==> src/rtl/gpio_port_pkg.sv <==
package gpio_port_pkg;
    typedef enum logic [1:0] {
        SEL_DATA = 2'd0,
        SEL_DIR  = 2'd1,
        SEL_ANA  = 2'd2,
        SEL_NONE = 2'd3
    } reg_sel_e;
endpackage

==> src/rtl/gpio_in_sync.sv <==
module gpio_in_sync #(
    parameter int WIDTH = 8
) (
    input  logic             clk,
    input  logic             rst_n,
    input  logic [WIDTH-1:0] async_in,
    output logic [WIDTH-1:0] sync_out
);
    typedef struct packed {
        logic [WIDTH-1:0] meta;
        logic [WIDTH-1:0] stable;
    } sync_t;

    sync_t s_d, s_q;

    always_comb begin
        s_d.meta   = async_in;
        s_d.stable = s_q.meta;
    end

    always_ff @(posedge clk or negedge rst_n) begin
        if (!rst_n) s_q <= '0;
        else        s_q <= s_d;
    end

    assign sync_out = s_q.stable;
endmodule

==> src/rtl/gpio_pin_ctl.sv <==
module gpio_pin_ctl (
    input  logic lat,
    input  logic dir,
    input  logic ana,
    input  logic own,
    input  logic pout,
    input  logic dir_en,
    input  logic dir_val,
    input  logic in_dis,
    input  logic pin_sync,
    output logic oe,
    output logic out,
    output logic rd
);
    logic dir_eff;

    always_comb begin
        dir_eff = dir_en ? dir_val : dir;
        oe      = !dir_eff && !ana;
        out     = own ? pout : lat;
        rd      = pin_sync && !ana && !in_dis;
    end
endmodule

==> src/rtl/gpio_port_mux.sv <==
module gpio_port_mux #(
    parameter int          WIDTH    = 8,
    parameter logic [7:0]  ANA_MASK = 8'h0F
) (
    input  logic             clk,
    input  logic             rst_n,
    input  logic             bus_we,
    input  logic [1:0]       bus_addr,
    input  logic [WIDTH-1:0] bus_wdata,
    output logic [WIDTH-1:0] bus_rdata,
    input  logic [WIDTH-1:0] pad_in,
    output logic [WIDTH-1:0] pad_oe,
    output logic [WIDTH-1:0] pad_out,
    input  logic [WIDTH-1:0] per_own,
    input  logic [WIDTH-1:0] per_out,
    input  logic [WIDTH-1:0] per_dir_en,
    input  logic [WIDTH-1:0] per_dir,
    input  logic [WIDTH-1:0] per_in_dis
);
    import gpio_port_pkg::*;

    localparam logic [WIDTH-1:0] CAP_MASK = ANA_MASK[WIDTH-1:0];

    typedef struct packed {
        logic [WIDTH-1:0] lat;
        logic [WIDTH-1:0] dir;
        logic [WIDTH-1:0] ana;
    } port_state_t;

    port_state_t st_d, st_q;
    logic [WIDTH-1:0] pin_sync;
    logic [WIDTH-1:0] rd_bits;
    logic [WIDTH-1:0] lat_q, dir_q, ana_q;

    always_comb begin
        st_d = st_q;
        if (bus_we) begin
            unique case (reg_sel_e'(bus_addr))
                SEL_DATA: st_d.lat = bus_wdata;
                SEL_DIR:  st_d.dir = bus_wdata;
                SEL_ANA:  st_d.ana = bus_wdata & CAP_MASK;
                default:  ;
            endcase
        end
    end

    always_ff @(posedge clk or negedge rst_n) begin
        if (!rst_n) begin
            st_q.lat <= '0;
            st_q.dir <= '1;
            st_q.ana <= CAP_MASK;
        end else begin
            st_q <= st_d;
        end
    end

    assign lat_q = st_q.lat;
    assign dir_q = st_q.dir;
    assign ana_q = st_q.ana;

    gpio_in_sync #(.WIDTH(WIDTH)) u_sync (
        .clk      (clk),
        .rst_n    (rst_n),
        .async_in (pad_in),
        .sync_out (pin_sync)
    );

    for (genvar i = 0; i < WIDTH; i++) begin : g_pin
        gpio_pin_ctl u_pin (
            .lat      (st_q.lat[i]),
            .dir      (st_q.dir[i]),
            .ana      (st_q.ana[i]),
            .own      (per_own[i]),
            .pout     (per_out[i]),
            .dir_en   (per_dir_en[i]),
            .dir_val  (per_dir[i]),
            .in_dis   (per_in_dis[i]),
            .pin_sync (pin_sync[i]),
            .oe       (pad_oe[i]),
            .out      (pad_out[i]),
            .rd       (rd_bits[i])
        );
    end

    always_comb begin
        unique case (reg_sel_e'(bus_addr))
            SEL_DATA: bus_rdata = rd_bits;
            SEL_DIR:  bus_rdata = st_q.dir;
            SEL_ANA:  bus_rdata = st_q.ana;
            default:  bus_rdata = '0;
        endcase
    end
endmodule

==> config.mk <==
export PLATFORM = sky130hd
export DESIGN_NAME = gpio_port_mux
export DESIGN_NICKNAME = d
export VERILOG_FILES = /design/src/rtl/gpio_port_pkg.sv /design/src/rtl/gpio_in_sync.sv /design/src/rtl/gpio_pin_ctl.sv /design/src/rtl/gpio_port_mux.sv
export SDC_FILE = /design/constraint.sdc
export NUM_CORES = 1
export LEC_CHECK = 0
export ABC_AREA = 0
export ABC_CLOCK_PERIOD_IN_PS = 1100
export BUFFER_PORTS_ARGS = -buffer_cell sky130_fd_sc_hd__buf_2
export CAP_MARGIN = 5
export CORE_UTILIZATION = 41
export CTS_CLUSTER_DIAMETER = 30
export DETAILED_ROUTE_END_ITERATION = 8
export GPL_TIMING_DRIVEN = 1
export PLACE_DENSITY = 0.77
export SYNTH_ARGS = -nofsm -noshare
export SYNTH_HDL_FRONTEND = slang
export SYNTH_SLANG_ARGS = --single-unit
==> constraint.sdc <==
create_clock -name clk -period 1.1 [get_ports clk]
set_input_delay 0.22 -clock clk [delete_from_list [all_inputs] [get_ports clk]]
set_output_delay 0.22 -clock clk [all_outputs]
set_load 0.05 [all_outputs]
Word-level counts from Yosys, hierarchy flattened
Cells that the tools add are included.
{"block": "totals", "wordCells": 64, "output_inout_bits": 24, "register_bits": 36}
{"block": "op_classes", "muxes": 17, "eq_ne": 2, "reduce_logical": 40}
{"cell": "case mux 8 bit (3 select lines)", "n": 1}
{"cell": "logical NOT 1 bit", "n": 20}
{"cell": "logical AND 1 bit", "n": 16}
{"cell": "two-way mux 1 bit", "n": 16}
{"cell": "AND reduction 2 bit", "n": 3}
{"cell": "== test 2 x 1 -> 1 bit, second input constant", "n": 1}
{"cell": "== test 2 bit, second input constant", "n": 1}
{"cell": "logical NOT 2 bit", "n": 1}

Depth between registers and ports, before layout
{"block": "depth", "word_depth": 4, "depth_mapped": 4, "depth_no_buf": 2}

Hierarchy
From an unflattened synthesis, not the netlist that was laid out.
{"block": "hier_totals", "hier_cells": 111, "area_unflattened_um2": 1667.8}
{"module": "gpio_port_mux", "seq_area_each_um2": 515.5, "cells_per_inst": 63, "area_per_inst_um2": 937.1, "n_inst": 1}
{"module": "gpio_in_sync", "seq_area_each_um2": 400.4, "cells_per_inst": 16, "area_per_inst_um2": 400.4, "n_inst": 1}
{"module": "gpio_pin_ctl", "seq_area_each_um2": 0.0, "cells_per_inst": 4, "area_per_inst_um2": 41.3, "n_inst": 8}

Worst setup path before layout
No wires, ideal clock.
{"block": "synth_path", "path_kind": "flip-flop to output port", "start": "reg ana_q[0] (netlist name)", "end": "out bus_rdata[0]", "path_slack_ns": -0.768, "path_buffers": 0, "t_arrival_ns": 1.648, "stages_incl_launch_ff": 3, "path_cell_list": "dfstp_2 > or4b_1 > a22oi_1"}
{"block": "synth_via", "elab_chain_cells": 4}
{"element": "logical NOT 1 bit", "line": "gpio_pin_ctl.sv:21", "text": "rd = pin_sync && !ana && !in_dis;"}
{"element": "logical AND 1 bit (2 in a row)", "line": "gpio_pin_ctl.sv:21"}
{"element": "case mux 8 bit (3 select lines) *", "line": "gpio_port_mux.sv:86", "text": "unique case (reg_sel_e'(bus_addr))"}
{"element": "end, declared", "line": "gpio_port_mux.sv:10", "text": "output logic [WIDTH-1:0] bus_rdata,"}
Mark *: on every way between the ends. The rest lies on a longest branch, timed or not.

Worst setup path in the final report
{"block": "layout_path", "start": "reg ana_q[1] (netlist name)", "end": "out bus_rdata[1]"}
{"block": "layout_via", "elab_chain_cells": 4}
{"element": "logical NOT 1 bit", "line": "gpio_pin_ctl.sv:21"}
{"element": "logical AND 1 bit (2 in a row)", "line": "gpio_pin_ctl.sv:21"}
{"element": "case mux 8 bit (3 select lines) *", "line": "gpio_port_mux.sv:86"}
Marked as above.

==> reports/metrics.csv <==
stage,metric,value,unit
drt,met1_length,1.41,mm
worst_setup_path,setup.worst_path.start,ana_q[1]$_DFFE_PN1P_,
synth,syn_inst,126,
power,ir_worst_vdd,1.14,mV
synth,yosys.area.top_type,dfrtp_1,
timing,holdWs,52.0,ps
hold_path,min_from,pad_in[4],
global_route,antenna_found_initial,0,
global_route,grt_overflow,0,
worst_setup_path,r2r-end,dir_q[4]$_DFFE_PN1P_,
timing,hold_viol,0,
drt,drc_errors,0,
clock_network,cts.root.buffer_cell,clkbuf_8,
synth,ys_ff_latch,36,
floorplan,start_util,42.4,%
worst_setup_path,timing.rr.start,dir_q[4]$_DFFE_PN1P_,
worst_setup_path,worst_ep_required_time,880,ps
power,powerDensity,1550,nW/µm²
clock_network,clk_pin_slew,60,ps
synth,synth_top_flop_cell,dfrtp_1,
timing,tns,-7600,ps
drt,wl,3.67,mm
clock_network,cts_buffer_depth,2,
drt,viasPerCell,4.75,
floorplan,io_pins,85,
worst_setup_path,r2r_setup_slack,190,ps
drt,ant_nets,0,
worst_setup_path,crit_end,bus_rdata[1],
timing,clock.fmax,588,MHz
floorplan,core-area,4000,µm²
floorplan,die-area,4400,µm²
drt,highest_layer,met4,
timing,fin_skew,6.62,ps
floorplan,die_height,66.4,µm
global_route,grt_pass1_vias,1278,
floorplan,die_w,66.4,µm
timing,relSlewSlack,80.3,%
worst_setup_path,worst-setup-path-type,reg2out,
placed_design,placed_area,2260,µm²
drt,firstDrtPassIters,6,
synth,synth-async-reset-ratio,100,%
synth,yosysSeqAreaShare,53.9,%
timing,fin_crit_sh,155,%
drt,vias,1292,
worst_setup_path,arrival,1480,ps
layout,fin_nets,282,
timing,grt_setup_unrepaired,yes,
synth,synth_area,1700,µm²
synth,synth-edff-count,0,
synth,syn_area_per_cell,13.5,µm²
drt,wl_met3,173,µm
drt,wl_met2,2.07,mm
worst_setup_path,crit_path_start_kind,flip-flop,
hold_path,hold_depth,1,
job,maxCapViolCount,0,
synth,synth_top_family_by_area,multiplexers,
power,p_leak,1.22,nW
global_route,grt_usage,17.8,%
synth,synthXorXnorAreaFrac,0,%
placed_design,io_buffers,84,
worst_setup_path,ff2ff_path_depth,3,
synth,synth_compound_area_share,6.19,%
placed_design,place_hpwl,2.67,mm
worst_setup_path,setup.worst_path.end_class,output port,
outcome,violations,setup timing,
clock_network,htreeDepth,2,
layout,diodes,0,
timing,final-setup-viol-count,24,
clock_network,cts_sinks,36,
layout,final_common_cell,buf_2,
clock_network,numCtsBuffers,5,
layout,area_delta_synth_final,54.2,%
hold_path,hp-class,in2reg,
timing,setup_ws,-602,ps
synth,syn_nets,187,
clock_network,cts_tree,yes,
drt,wl_per_cell,13.5,µm
placed_design,globalplace.congestion,0.681,
timing,period_minus_slack,1700,ps
timing,timing_max_transition_violations_final,0,
global_route,grt_pass1_wl,5.71,mm
power,fin_total_pwr,0.00406,W
outcome,status,finished with violations,
synth,yosys_warnings,0,
clock_network,clock_latency,270,ps
worst_setup_path,crit_fanout,2,
synth,synth_fa_ha_area_share,0,%
layout,layout-drive-gt1-share,80.2,%
global_route,grt_max_degree,37,
synth,synth.distinct_cells,21,
layout,fin_util,65.4,%
timing,worst_pin_slew,294,ps
synth,synth_area_leaders,"dfrtp_1, dfstp_2, mux2_2, buf_4, a21oi_1",
drt,drtIter0Drc,18,
layout,postLayoutCellArea,2620,µm²
synth,synthMuxAreaShare,20.9,%
floorplan,rows,23,
synth,synth-simple-area-share,10.7,%
layout,final_cell_mix,"buf_2, mux2_2, buf_6",
synth,netlist.area_leader.share,35.4,%
## cell type report
cell class	count	area [µm²]
multi-input cells	71	761
repair buffers	107	788
flip-flops and latches	36	916
clock buffers	8	90.1
fillers	315	1380
well taps	50	62.6
## kinds of logic after synthesis
| family | Yosys count |
|---|---|
| DFF | 36 |
| muxes | 32 |
| and+or+nand+nor | 23 |
| buffers and inverters | 19 |
| AOI/OAI and AO/OA | 16 |
## repair_timing
item                                   CTS  global route
setup buffers                            4             0
endpoints found under the hold margin   24             0
hold buffers                             1             0
cloned                                   0             0
pin swaps                               11             1
setup endpoints to repair               29            24
gates resized for setup                 64             4
## cell usage after synthesis (3+ instances only)
cell / count
a21oi_1: 8
dfstp_2: 12
a211oi_1: 4
buf_4: 16
or3b_2: 4
nor2b_1: 4
mux2_2: 28
a22oi_1: 3
dfrtp_1: 24
mux2i_1: 4
or4b_1: 3
nand2b_1: 4
nand2_1: 4
## state kept, by name (all words and copies together) (netlist names)
name             cells
dir_q                8
lat_q                8
u_sync.s_d           8
u_sync.sync_out      8
ana_q                4
## per-layer routing
layer  vias up  global-route usage (%)
li1        629                       -
met1       622                    20.6
met2        39                    32.1
met3         2                    4.83
met4         0                    4.79
met5         -                       0
## worst min-delay path by stage
stage | endpoint | slack (ps)
2_1_floorplan | lat_q[0]$_DFFE_PN0P_ | -80
3_3_place_gp | u_sync.sync_out[0]$_DFF_PN0_ | 190
3_5_place_dp | u_sync.s_d[0]$_DFF_PN0_ | 200
4_1_cts | u_sync.s_d[7]$_DFF_PN0_ | 50
5_1_grt | u_sync.s_d[4]$_DFF_PN0_ | 30
6_report | u_sync.s_d[4]$_DFF_PN0_ | 50
## report_power, final
group | internal [W] | switching, W | total, W
combinational | 0.000721 | 0.000773 | 0.00149
sequential | 0.00156 | 0.0000925 | 0.00165
clock | 0.000510 | 0.000411 | 0.000921
total | 0.00279 | 0.00128 | 0.00406
## worst max-delay path, stage by stage, from the launching register on
cell and delay, ps:
dfstp_2 370, or4b_4 470, a22oi_2 170, buf_6 190
## through the flow
step / std cells / setup WS [ps]
after floorplan: 126 / -471
after global placement: 259 / -504
after detailed placement: 259 / -505
after CTS: 272 / -639
after global routing: 272 / -653
final: 272 / -602
No activity file was read; power rests on OpenSTA's default activity.
